$ cat config.mk
export PLATFORM = sky130hd
export DESIGN_NAME = bpar_mem_path
export DESIGN_NICKNAME = d
export VERILOG_FILES = /design/src/rtl/bpar_pkg.sv /design/src/rtl/bpar_gen.sv /design/src/rtl/bpar_chk.sv /design/src/rtl/bpar_rd_pipe.sv /design/src/rtl/bpar_mem_path.sv
export SDC_FILE = /design/constraint.sdc
export NUM_CORES = 1
export LEC_CHECK = 0
export ABC_CLOCK_PERIOD_IN_PS = 2800
export BUFFER_PORTS_ARGS = -buffer_cell sky130_fd_sc_hd__clkbuf_2
export CORE_MARGIN = 2
export CORE_UTILIZATION = 35
export DETAILED_ROUTE_END_ITERATION = 6
export HOLD_SLACK_MARGIN = 0.03
export MAX_ROUTING_LAYER = met4
export PLACE_DENSITY_LB_ADDON = 0.08
export SYNTH_ARGS = -nofsm -noshare
export SYNTH_HDL_FRONTEND = slang
export SYNTH_HIERARCHICAL = 1
export SYNTH_SLANG_ARGS = --single-unit
$ cat constraint.sdc
create_clock -name clk -period 2.8 [get_ports clk]
set_clock_uncertainty 0.1 [all_clocks]
set_input_delay 0.28 -clock clk [delete_from_list [all_inputs] [get_ports clk]]
set_output_delay 0.28 -clock clk [all_outputs]
set_load 0.005 [all_outputs]
$ cat src/rtl/bpar_pkg.sv
package bpar_pkg;

  localparam int BYTE_W = 8;

  // Parity bit that makes byte plus bit carry an odd count of ones.
  function automatic logic odd_par(input logic [BYTE_W-1:0] b);
    return ~(^b);
  endfunction

  // 1 when byte and stored bit together still have odd weight.
  function automatic logic byte_ok(input logic [BYTE_W-1:0] b, input logic p);
    return ^{b, p};
  endfunction

endpackage

$ cat src/rtl/bpar_gen.sv
module bpar_gen #(
  parameter int NB = 8,
  localparam int DW = NB * bpar_pkg::BYTE_W
) (
  input  logic [DW-1:0] data,
  output logic [NB-1:0] par
);
  for (genvar g = 0; g < NB; g++) begin : g_byte
    assign par[g] = bpar_pkg::odd_par(data[g*bpar_pkg::BYTE_W +: bpar_pkg::BYTE_W]);
  end
endmodule

$ cat src/rtl/bpar_chk.sv
module bpar_chk #(
  parameter int NB = 8,
  localparam int DW = NB * bpar_pkg::BYTE_W
) (
  input  logic [DW-1:0] data,
  input  logic [NB-1:0] par,
  output logic [NB-1:0] mism
);
  for (genvar g = 0; g < NB; g++) begin : g_byte
    assign mism[g] = ~bpar_pkg::byte_ok(data[g*bpar_pkg::BYTE_W +: bpar_pkg::BYTE_W], par[g]);
  end
endmodule

$ cat src/rtl/bpar_rd_pipe.sv
module bpar_rd_pipe #(
  parameter int AW = 16,
  parameter int NB = 8,
  localparam int DW = NB * bpar_pkg::BYTE_W
) (
  input  logic          clk,
  input  logic          rst_n,
  input  logic          issue,
  input  logic [AW-1:0] issue_addr,
  input  logic [DW-1:0] rd_data,
  input  logic [NB-1:0] rd_mism,
  input  logic          take,
  output logic          can_accept,
  output logic          out_vld,
  output logic [DW-1:0] out_data,
  output logic [NB-1:0] out_mism,
  output logic [AW-1:0] out_addr
);
  logic          s1_vld;
  logic [AW-1:0] s1_addr;

  // A new request is taken only when the output slot will be free by the
  // time the memory word arrives.
  assign can_accept = !s1_vld && (!out_vld || take);

  always_ff @(posedge clk or negedge rst_n) begin
    if (!rst_n) begin
      s1_vld  <= 1'b0;
      s1_addr <= '0;
    end else begin
      s1_vld <= issue;
      if (issue) s1_addr <= issue_addr;
    end
  end

  always_ff @(posedge clk or negedge rst_n) begin
    if (!rst_n) begin
      out_vld  <= 1'b0;
      out_data <= '0;
      out_mism <= '0;
      out_addr <= '0;
    end else if (s1_vld) begin
      out_vld  <= 1'b1;
      out_data <= rd_data;
      out_mism <= rd_mism;
      out_addr <= s1_addr;
    end else if (take) begin
      out_vld <= 1'b0;
    end
  end
endmodule

$ cat src/rtl/bpar_mem_path.sv
module bpar_mem_path #(
  parameter int ADDR_W = 16,
  parameter int NB = 8,
  localparam int DW = NB * bpar_pkg::BYTE_W
) (
  input  logic              clk,
  input  logic              rst_n,
  input  logic              req_valid,
  output logic              req_ready,
  input  logic              req_write,
  input  logic [ADDR_W-1:0] req_addr,
  input  logic [NB-1:0]     req_be,
  input  logic [DW-1:0]     req_wdata,
  output logic              rsp_valid,
  input  logic              rsp_ready,
  output logic [DW-1:0]     rsp_data,
  output logic              rsp_derr,
  output logic              err_valid,
  output logic [ADDR_W-1:0] err_addr,
  output logic [NB-1:0]     err_mism,
  output logic              mem_en,
  output logic              mem_we,
  output logic [ADDR_W-1:0] mem_addr,
  output logic [NB-1:0]     mem_wmask,
  output logic [DW-1:0]     mem_wdata,
  output logic [NB-1:0]     mem_wpar,
  input  logic [DW-1:0]     mem_rdata,
  input  logic [NB-1:0]     mem_rpar
);
  logic          acc;
  logic          rd_issue;
  logic [NB-1:0] rd_mism;
  logic [NB-1:0] out_mism;

  assign acc      = req_valid && req_ready;
  assign rd_issue = acc && !req_write;

  assign mem_en    = acc;
  assign mem_we    = req_write;
  assign mem_addr  = req_addr;
  assign mem_wmask = req_write ? req_be : '0;
  assign mem_wdata = req_wdata;

  bpar_gen #(.NB(NB)) u_gen (
    .data (req_wdata),
    .par  (mem_wpar)
  );

  bpar_chk #(.NB(NB)) u_chk_rd (
    .data (mem_rdata),
    .par  (mem_rpar),
    .mism (rd_mism)
  );

  bpar_rd_pipe #(.AW(ADDR_W), .NB(NB)) u_pipe (
    .clk        (clk),
    .rst_n      (rst_n),
    .issue      (rd_issue),
    .issue_addr (req_addr),
    .rd_data    (mem_rdata),
    .rd_mism    (rd_mism),
    .take       (rsp_ready),
    .can_accept (req_ready),
    .out_vld    (rsp_valid),
    .out_data   (rsp_data),
    .out_mism   (out_mism),
    .out_addr   (err_addr)
  );

  assign rsp_derr  = |out_mism;
  assign err_mism  = out_mism;
  assign err_valid = rsp_valid && rsp_ready && rsp_derr;
endmodule

==> impl_results.md, run 1 <==
- Max Slew Vio Count: 0
- Post-synth EDFFs: 0
- Area contributors post-synth: dfrtp_1, mux2_4, xnor2_1
- Min Tclk post-route: 1909 ps
- Synth area leader: dfrtp_1
- Cts bufs inserted: 9
- Critical Path Start Type: register
- Fin crit share: 68.16%
- Synth Register Bits: 106
- Async SR Flop Fraction: 100.0%
- Die Height: 136.8 um
- Final TNS setup: 0 ps
- Pleak: 4.004 nW
- Dpl ws: 1015 ps
- Crit path DAT: 1530 ps
- Post-detail-place hpwl: 11.47 mm
- Switch share: 28.78%
- Reg-to-reg setup timing slack: 1030 ps
- Met1 usage: 18.52%
- Post-CTS setup buffers: 0
- Status: completed
- Antenna diodes: 0
- Sw Pwr: 1.478 mW
- Starting density of the core: 35.68%
- Initial DRC count: 63
- Worst Max-Slew Pin Slew: 703.9 ps
- Vias in the first global route: 4,244
- Die width: 136.8 um
- Initial antenna violation count: 0
- H-tree depth: 3
- Drt wl/cell: 15.50 um
- Final WS setup: 891.5 ps
- Clock Power Share: 22.6%
- CTS sink count: 106
- Synth cell types: 16
- Most Used Layer, Global Route: met2
- Routed vias: 4,015
- Die area: 18,710 um2
- Resize count post-CTS: 0
- CP cell instances: nor4_1 > a21oi_1 > clkbuf_2
- Final WL: 14.55 mm
- Area share of the largest cell type after synthesis: 42.98%
- Max Fclk: 524.0 MHz
- Critical path required time: 2420 ps
- Commonest cells in the synthesized netlist: dfrtp_1, mux2_4, xnor2_1, buf_4
- Max-cap violations: 0
- Crit Path Category: register to output port
- Final Net Count: 875
- Synthesized area: 6171 um2
- CORE AREA: 17,300 um2
- Clock buffer depth: 2
- Row cnt: 48
- Vias/cell: 4.276
- Max Fanout on Critical Path: 3
- Drt drc: 0
- VDD IR max: 0.2846 mV
- Worst Hold Class: input port to register
- Reg power frac: 42.7%
- Fillers: 1,666
- Worst path max stage delay: 480 ps
- GPL Wtd Cong: 0.8021
- P per Cell Area: 663.0 nW/um2
- CP top delay family: simple AND/OR/NAND/NOR gates
- Most frequent cell after synthesis: dfrtp_1
- Final-report hold violation count: 0
- Post-synthesis sequential area ratio: 42.98%
- # port buffers: 354
- Area grow syn2layout: 25.49%
- Synth Instances: 433
- Mapped Nets: 598
- IO Pins: 355
- Relative slew slack: 53.07%
- Main synth FF type: dfrtp_1
- YS warnings: 6
- Routed Antenna Nets: 0
- Root buf cell: clkbuf_16
- Global-route wire length before repair: 22.10 mm
- CP bufs+invs: 1
- Setup crit end kind: output port
- Synth Area per Inst: 14.25 um2
- Unrepaired setup endpoints after global routing: no
- Logic gate share of total power: 34.7%
- CTS tree: done
- Finish-stage setup viols: 0
- GR Overflow Total: 0
- Clock transition at path regs: 70 ps
- First-pass DRT Iterations: 4
- Met3 global-route usage: 3.778%
- Critical path's slowest cell: nor4_1
- GRT Total Usage: 15.76%
- Layout cells sized above 1: 67.09%
- Clk Latency, worst-skew pair: 340 ps
- Int Power: 3.656 mW
- Global routing usage on met2: 27.08%
- Largest net degree at the start of global routing: 90
-- final cells by class --
type | count | area [um2] | area share, %
clock inverters | 6 | 42.54 | 0.5494
inverters | 1 | 3.754 | 0.04847
flip-flops and latches | 106 | 2656 | 34.30
repair buffers | 359 | 1839 | 23.75
multi-input cells | 233 | 2695 | 34.80
clock buffers | 9 | 225.2 | 2.908
well taps | 225 | 281.5 | 3.635
-- per-stage QoR --
| step | cells | util [%] | total power, mW | hold WS, ps | cell area [um2] |
|---|---|---|---|---|---|
| detailed placement | 923 | 43.16 | 4.034 | 260.8 | 7466 |
| global route | 939 | 44.77 | 5.475 | 73.05 | 7744 |
| floorplan | 433 | - | 3.278 | -115.6 | 6171 |
| global placement | 923 | 43.16 | 4.011 | 264.9 | 7466 |
| finish | 939 | 44.77 | 5.134 | 89.34 | 7744 |
| CTS | 939 | 44.77 | 5.247 | 70.24 | 7744 |
-- placed cells by master, fill, tap and decap left out, types with 2 or more instances in the layout --
master      Yosys  final
a21oi_1         2      2
and2_1          9      9
buf_12          9      2
buf_4          81      3
clkbuf_16       0      9
clkbuf_2        0    353
clkinv_2        0      2
clkinvlp_4      0      2
dfrtp_1       106    105
mux2_2         16     16
mux2_4         88     88
nand2_1         2      2
nor4_1          2      2
xnor2_1        88     88
xnor3_1         8      8
xor2_1         16     16
-- worst register-to-register path, delay by kind of cell, from the launching register on --
kind,cells,cell delay [ps]
mux,1,380
simple gates,2,290
buf+inv,1,260
flops,1,490
compound gates,1,140
-- power groups by stage --
stage / Clock, mW / Sequential, mW / Combinational (mW)
finish: 1.16 / 2.19 / 1.78
global route: 1.27 / 2.25 / 1.95
CTS: 1.22 / 2.20 / 1.82
detailed placement: 0 / 2.22 / 1.81
global placement: 0 / 2.21 / 1.80
floorplan: 0 / 2.20 / 1.08
-- registers in the layout (all words and copies together), names as in the netlist --
name / cells
u_pipe/out_addr: 16
u_pipe/out_data: 64
u_pipe/out_mism: 8
u_pipe/out_vld: 1
u_pipe/s1_addr: 16
u_pipe/s1_vld: 1
-- layer usage --
metal  vias up  part of all wire [%]  wire [um]
li1       1901                     -          -
met2       184                    52       7511
met5         -                     0          0
met3        11                   7.8       1128
met1      1919                    40       5750
met4         0                   1.1        163
-- timing repair --
item	in CTS	in global routing
setup endpoints to repair	0	0
hold buffers	1	0
hold endpoints to repair	48	0
-- path summary, 6_finish.rpt --
path,startpoint,endpoint,cells after the start
max in group asynchronous,rst_n,u_pipe/out_data[39],3
min reg2reg,u_pipe/s1_addr[3],u_pipe/out_addr[3],1
max reg2reg,u_pipe/s1_vld,u_pipe/s1_addr[12],5
min,req_addr[6],u_pipe/s1_addr[6],2
max,u_pipe/out_mism[1],err_valid,3
min in group asynchronous,rst_n,u_pipe/out_data[16],2
-- cells by family (layout without fill, tap and decap cells) --
family / count (synthesis) / count (layout) / share of synthesized area, %
AND/OR/NAND/NOR: 14 / 14 / 1.338
XOR/XNOR: 112 / 112 / 17.68
multiplexers: 104 / 104 / 24.33
AO/OA/AOI/OAI: 3 / 3 / 0.2839
buffers and inverters: 94 / 375 / 13.38
flip-flops: 106 / 106 / 42.98
Note: power is estimated with default switching activity, not from simulation.
==> run 2, diff against run 1 <==
--- a/config.mk
+++ b/config.mk
@@ -5,7 +5,8 @@
 export SDC_FILE = /design/constraint.sdc
 export NUM_CORES = 1
 export LEC_CHECK = 0
-export ABC_CLOCK_PERIOD_IN_PS = 2800
+export ABC_AREA = 1
+export ABC_CLOCK_PERIOD_IN_PS = 1870
 export BUFFER_PORTS_ARGS = -buffer_cell sky130_fd_sc_hd__clkbuf_2
 export CORE_MARGIN = 2
 export CORE_UTILIZATION = 35
==> constraint.sdc (replaced) <==
create_clock -name clk -period 1.87 [get_ports clk]
set_clock_uncertainty 0.1 [all_clocks]
set_input_delay 0.187 -clock clk [delete_from_list [all_inputs] [get_ports clk]]
set_output_delay 0.187 -clock clk [all_outputs]
set_load 0.005 [all_outputs]
==> run 2 against run 1 <==
Effect of this change: first-iteration DRC count rose to 3.9 times the previous value; register-to-register slack worse by 760 ps; total power is 42% higher; combinational power is 24% higher; sequential power up 39%; area after synthesis rose by 12%; setup slack worse by 730 ps; clock-buffer cell count is 2 higher; final cell count up 80%; synthesized cell count up 150%.
==> impl_results.md, run 2 <==
- H-tree depth: 3
- Most frequent cells in the layout: nand2_1, clkbuf_2, inv_1
- Die width: 144.3 um
- CP cell instances: clkbuf_2 > dlygate4sd3_1 > inv_1 > a21oi_4 > nand2_1 > inv_1 > clkbuf_2
- Main synth FF type: dfrtp_1
- First-pass DRT Iterations: 4
- Synth cell types: 15
- Max Fanout on Critical Path: 2
- Synth Area per Inst: 6.472 um2
- Reg-to-reg critical path endpoint: u_pipe/out_data[40]
- Synth Register Bits: 106
- Critical path's slowest cell: dlygate4sd3_1
- GR Overflow Total: 0
- Critical path required time: 1580 ps
- P per Cell Area: 767.8 nW/um2
- Initial DRC count: 244
- Global-route wire length before repair: 28.81 mm
- Max reg flops: 64
- Min Tclk post-route: 1704 ps
- Hold path endpoint: u_pipe/out_data[1]
- Post-CTS setup buffers: 0
- Largest regs: u_pipe/out_data (64), u_pipe/out_addr (16), u_pipe/s1_addr (16)
- Critical Path Start Type: input port
- Post-synthesis sequential area ratio: 38.52%
- Unrepaired setup endpoints after global routing: no
- Final non-filler cell total: 1,686
- CTS sink count: 106
- CORE AREA: 19,400 um2
- Relative slew slack: 68.79%
- Commonest cells in the synthesized netlist: nand2_1, inv_1, dfrtp_1, buf_4, nand3_1
- Drt wl/cell: 10.96 um
- CTS tree: done
- R2R depth: 5
- Fin crit share: 91.12%
- Post-synth EDFFs: 0
- Worst Hold Class: input port to register
- GPL Wtd Cong: 0.7733
- Cts bufs inserted: 9
- Crit Path Category: input port to output port
- Routed vias: 6,964
- Placed Cells incl. Taps: 1,589
- Vias/cell: 4.130
- Fin area: 9515 um2
- Worst path max stage delay: 540 ps
- WHS: 36.02 ps
- Final TNS setup: 0 ps
- Drt drc: 0
- Largest net degree at the start of global routing: 47
- Reg-to-reg setup timing slack: 270 ps
- IO Pins: 355
- Async SR Flop Fraction: 100.0%
- Clock buffer depth: 2
- Root buf cell: clkbuf_16
- Die area: 20,810 um2
- Synth Instances: 1,064
- Final-report hold violation count: 0
- CP bufs+invs: 5
- Max Slew Vio Count: 0
- Most frequent cell after synthesis: nand2_1
- Antenna diodes: 0
- Max Fclk: 586.9 MHz
- Mapped Nets: 1,229
- Routed Antenna Nets: 0
- Clock transition at path regs: 70 ps
- Pleak: 6.066 nW
- Placed Area: 8369 um2
- Most common cell after layout, fill and taps aside: nand2_1
- Hold path startpoint: mem_rdata[1]
- Synth area leader: dfrtp_1
- Row cnt: 51
- Area grow syn2layout: 38.17%
- Max-cap violations: 0
- Initial antenna violation count: 0
- Largest Register: u_pipe/out_data
- GRT Total Usage: 17.68%
- Starting density of the core: 35.50%
- # port buffers: 354
- Area contributors post-synth: dfrtp_1, nand2_1, buf_4
- Synthesized area: 6887 um2
- Status: completed
- Clk Latency, worst-skew pair: 350 ps
- Worst Max-Slew Pin Slew: 468.2 ps
- Vias in the first global route: 6,137
- Crit path DAT: 1420 ps
- CP top delay family: buffers and inverters
- YS warnings: 6
- Post-detail-place hpwl: 14.17 mm
- Area share of the largest cell type after synthesis: 38.52%
- Worst r2r src: u_pipe/s1_vld
- Setup crit end kind: output port
- Min-Delay Path Depth: 3
- Final WL: 18.48 mm
- Final Net Count: 1,581
- Final core utilization: 49.05%
- VDD IR max: 0.5433 mV
- Die Height: 144.3 um
- Layout cells sized above 1: 27.02%
- Finish-stage setup viols: 0
run 2: tightest hold or removal path: cells and delay by family:
| family | cells | cell delay (ps) |
|---|---|---|
| and+or+nand+nor | 2 | 140 |
| buffers and inverters | 1 | 120 |
run 2: how the worst max path moves through the flow:
stage               slack (ps)            endpoint  cells after the start            from
floorplan                  170   u_pipe/s1_addr[0]                      7   u_pipe/s1_vld
global placement           100  u_pipe/s1_addr[14]                      5  u_pipe/out_vld
detailed placement          60  u_pipe/s1_addr[14]                      5  u_pipe/out_vld
CTS                         50              mem_en                      7       rsp_ready
global route                50              mem_en                      7       rsp_ready
finish                     170              mem_en                      7       rsp_ready
run 2: what timing repair did:
item / in CTS / in global routing
pin swaps: 0 / 0
hold endpoints to repair: 108 / 0
endpoints found under the setup margin: 1 / 2
resized for setup: 1 / 2
hold buffers: 81 / 0
run 2: cells by family after synthesis:
| kind of cell | Yosys count | synth area share, % |
|---|---|---|
| xor+xnor | 44 | 5.596 |
| buf+inv | 248 | 18.66 |
| compound gates | 17 | 1.235 |
| flops | 106 | 38.52 |
| simple gates | 649 | 35.99 |
run 2: layout make-up:
| cell class | count | area [um2] |
|---|---|---|
| Multi-Input combinational cell | 710 | 2963 |
| Fill cell | 2041 | 9883 |
| Clock inverter | 5 | 77.57 |
| Sequential cell | 106 | 2656 |
| Inverter | 144 | 543.0 |
| Timing Repair Buffer | 445 | 2701 |
| Tap cell | 265 | 331.6 |
| Clock buffer | 11 | 242.7 |
run 2: power breakdown:
part / internal (mW) / switching, mW
Sequential: 2.77 / 0.279
Combinational: 1.02 / 1.18
Clock: 1.21 / 0.850
run 2: per-layer routing:
metal | global-route usage [%] | up-vias | wire, um | share of wire, %
met5 | - | - | 0 | 0
met2 | 30.08 | 208 | 8930 | 48
met4 | 4.803 | 0 | 293 | 1.6
met1 | 21.28 | 2994 | 8039 | 44
met3 | 3.907 | 19 | 1213 | 6.6
li1 | - | 3743 | - | -
run 2: through the flow:
step	power (mW)	worst slack, ps
CTS	7.425	49.13
floorplan	4.156	172.9
finish	7.306	166.0
global route	7.869	50.94
detailed placement	5.191	55.32
global placement	5.167	101.8
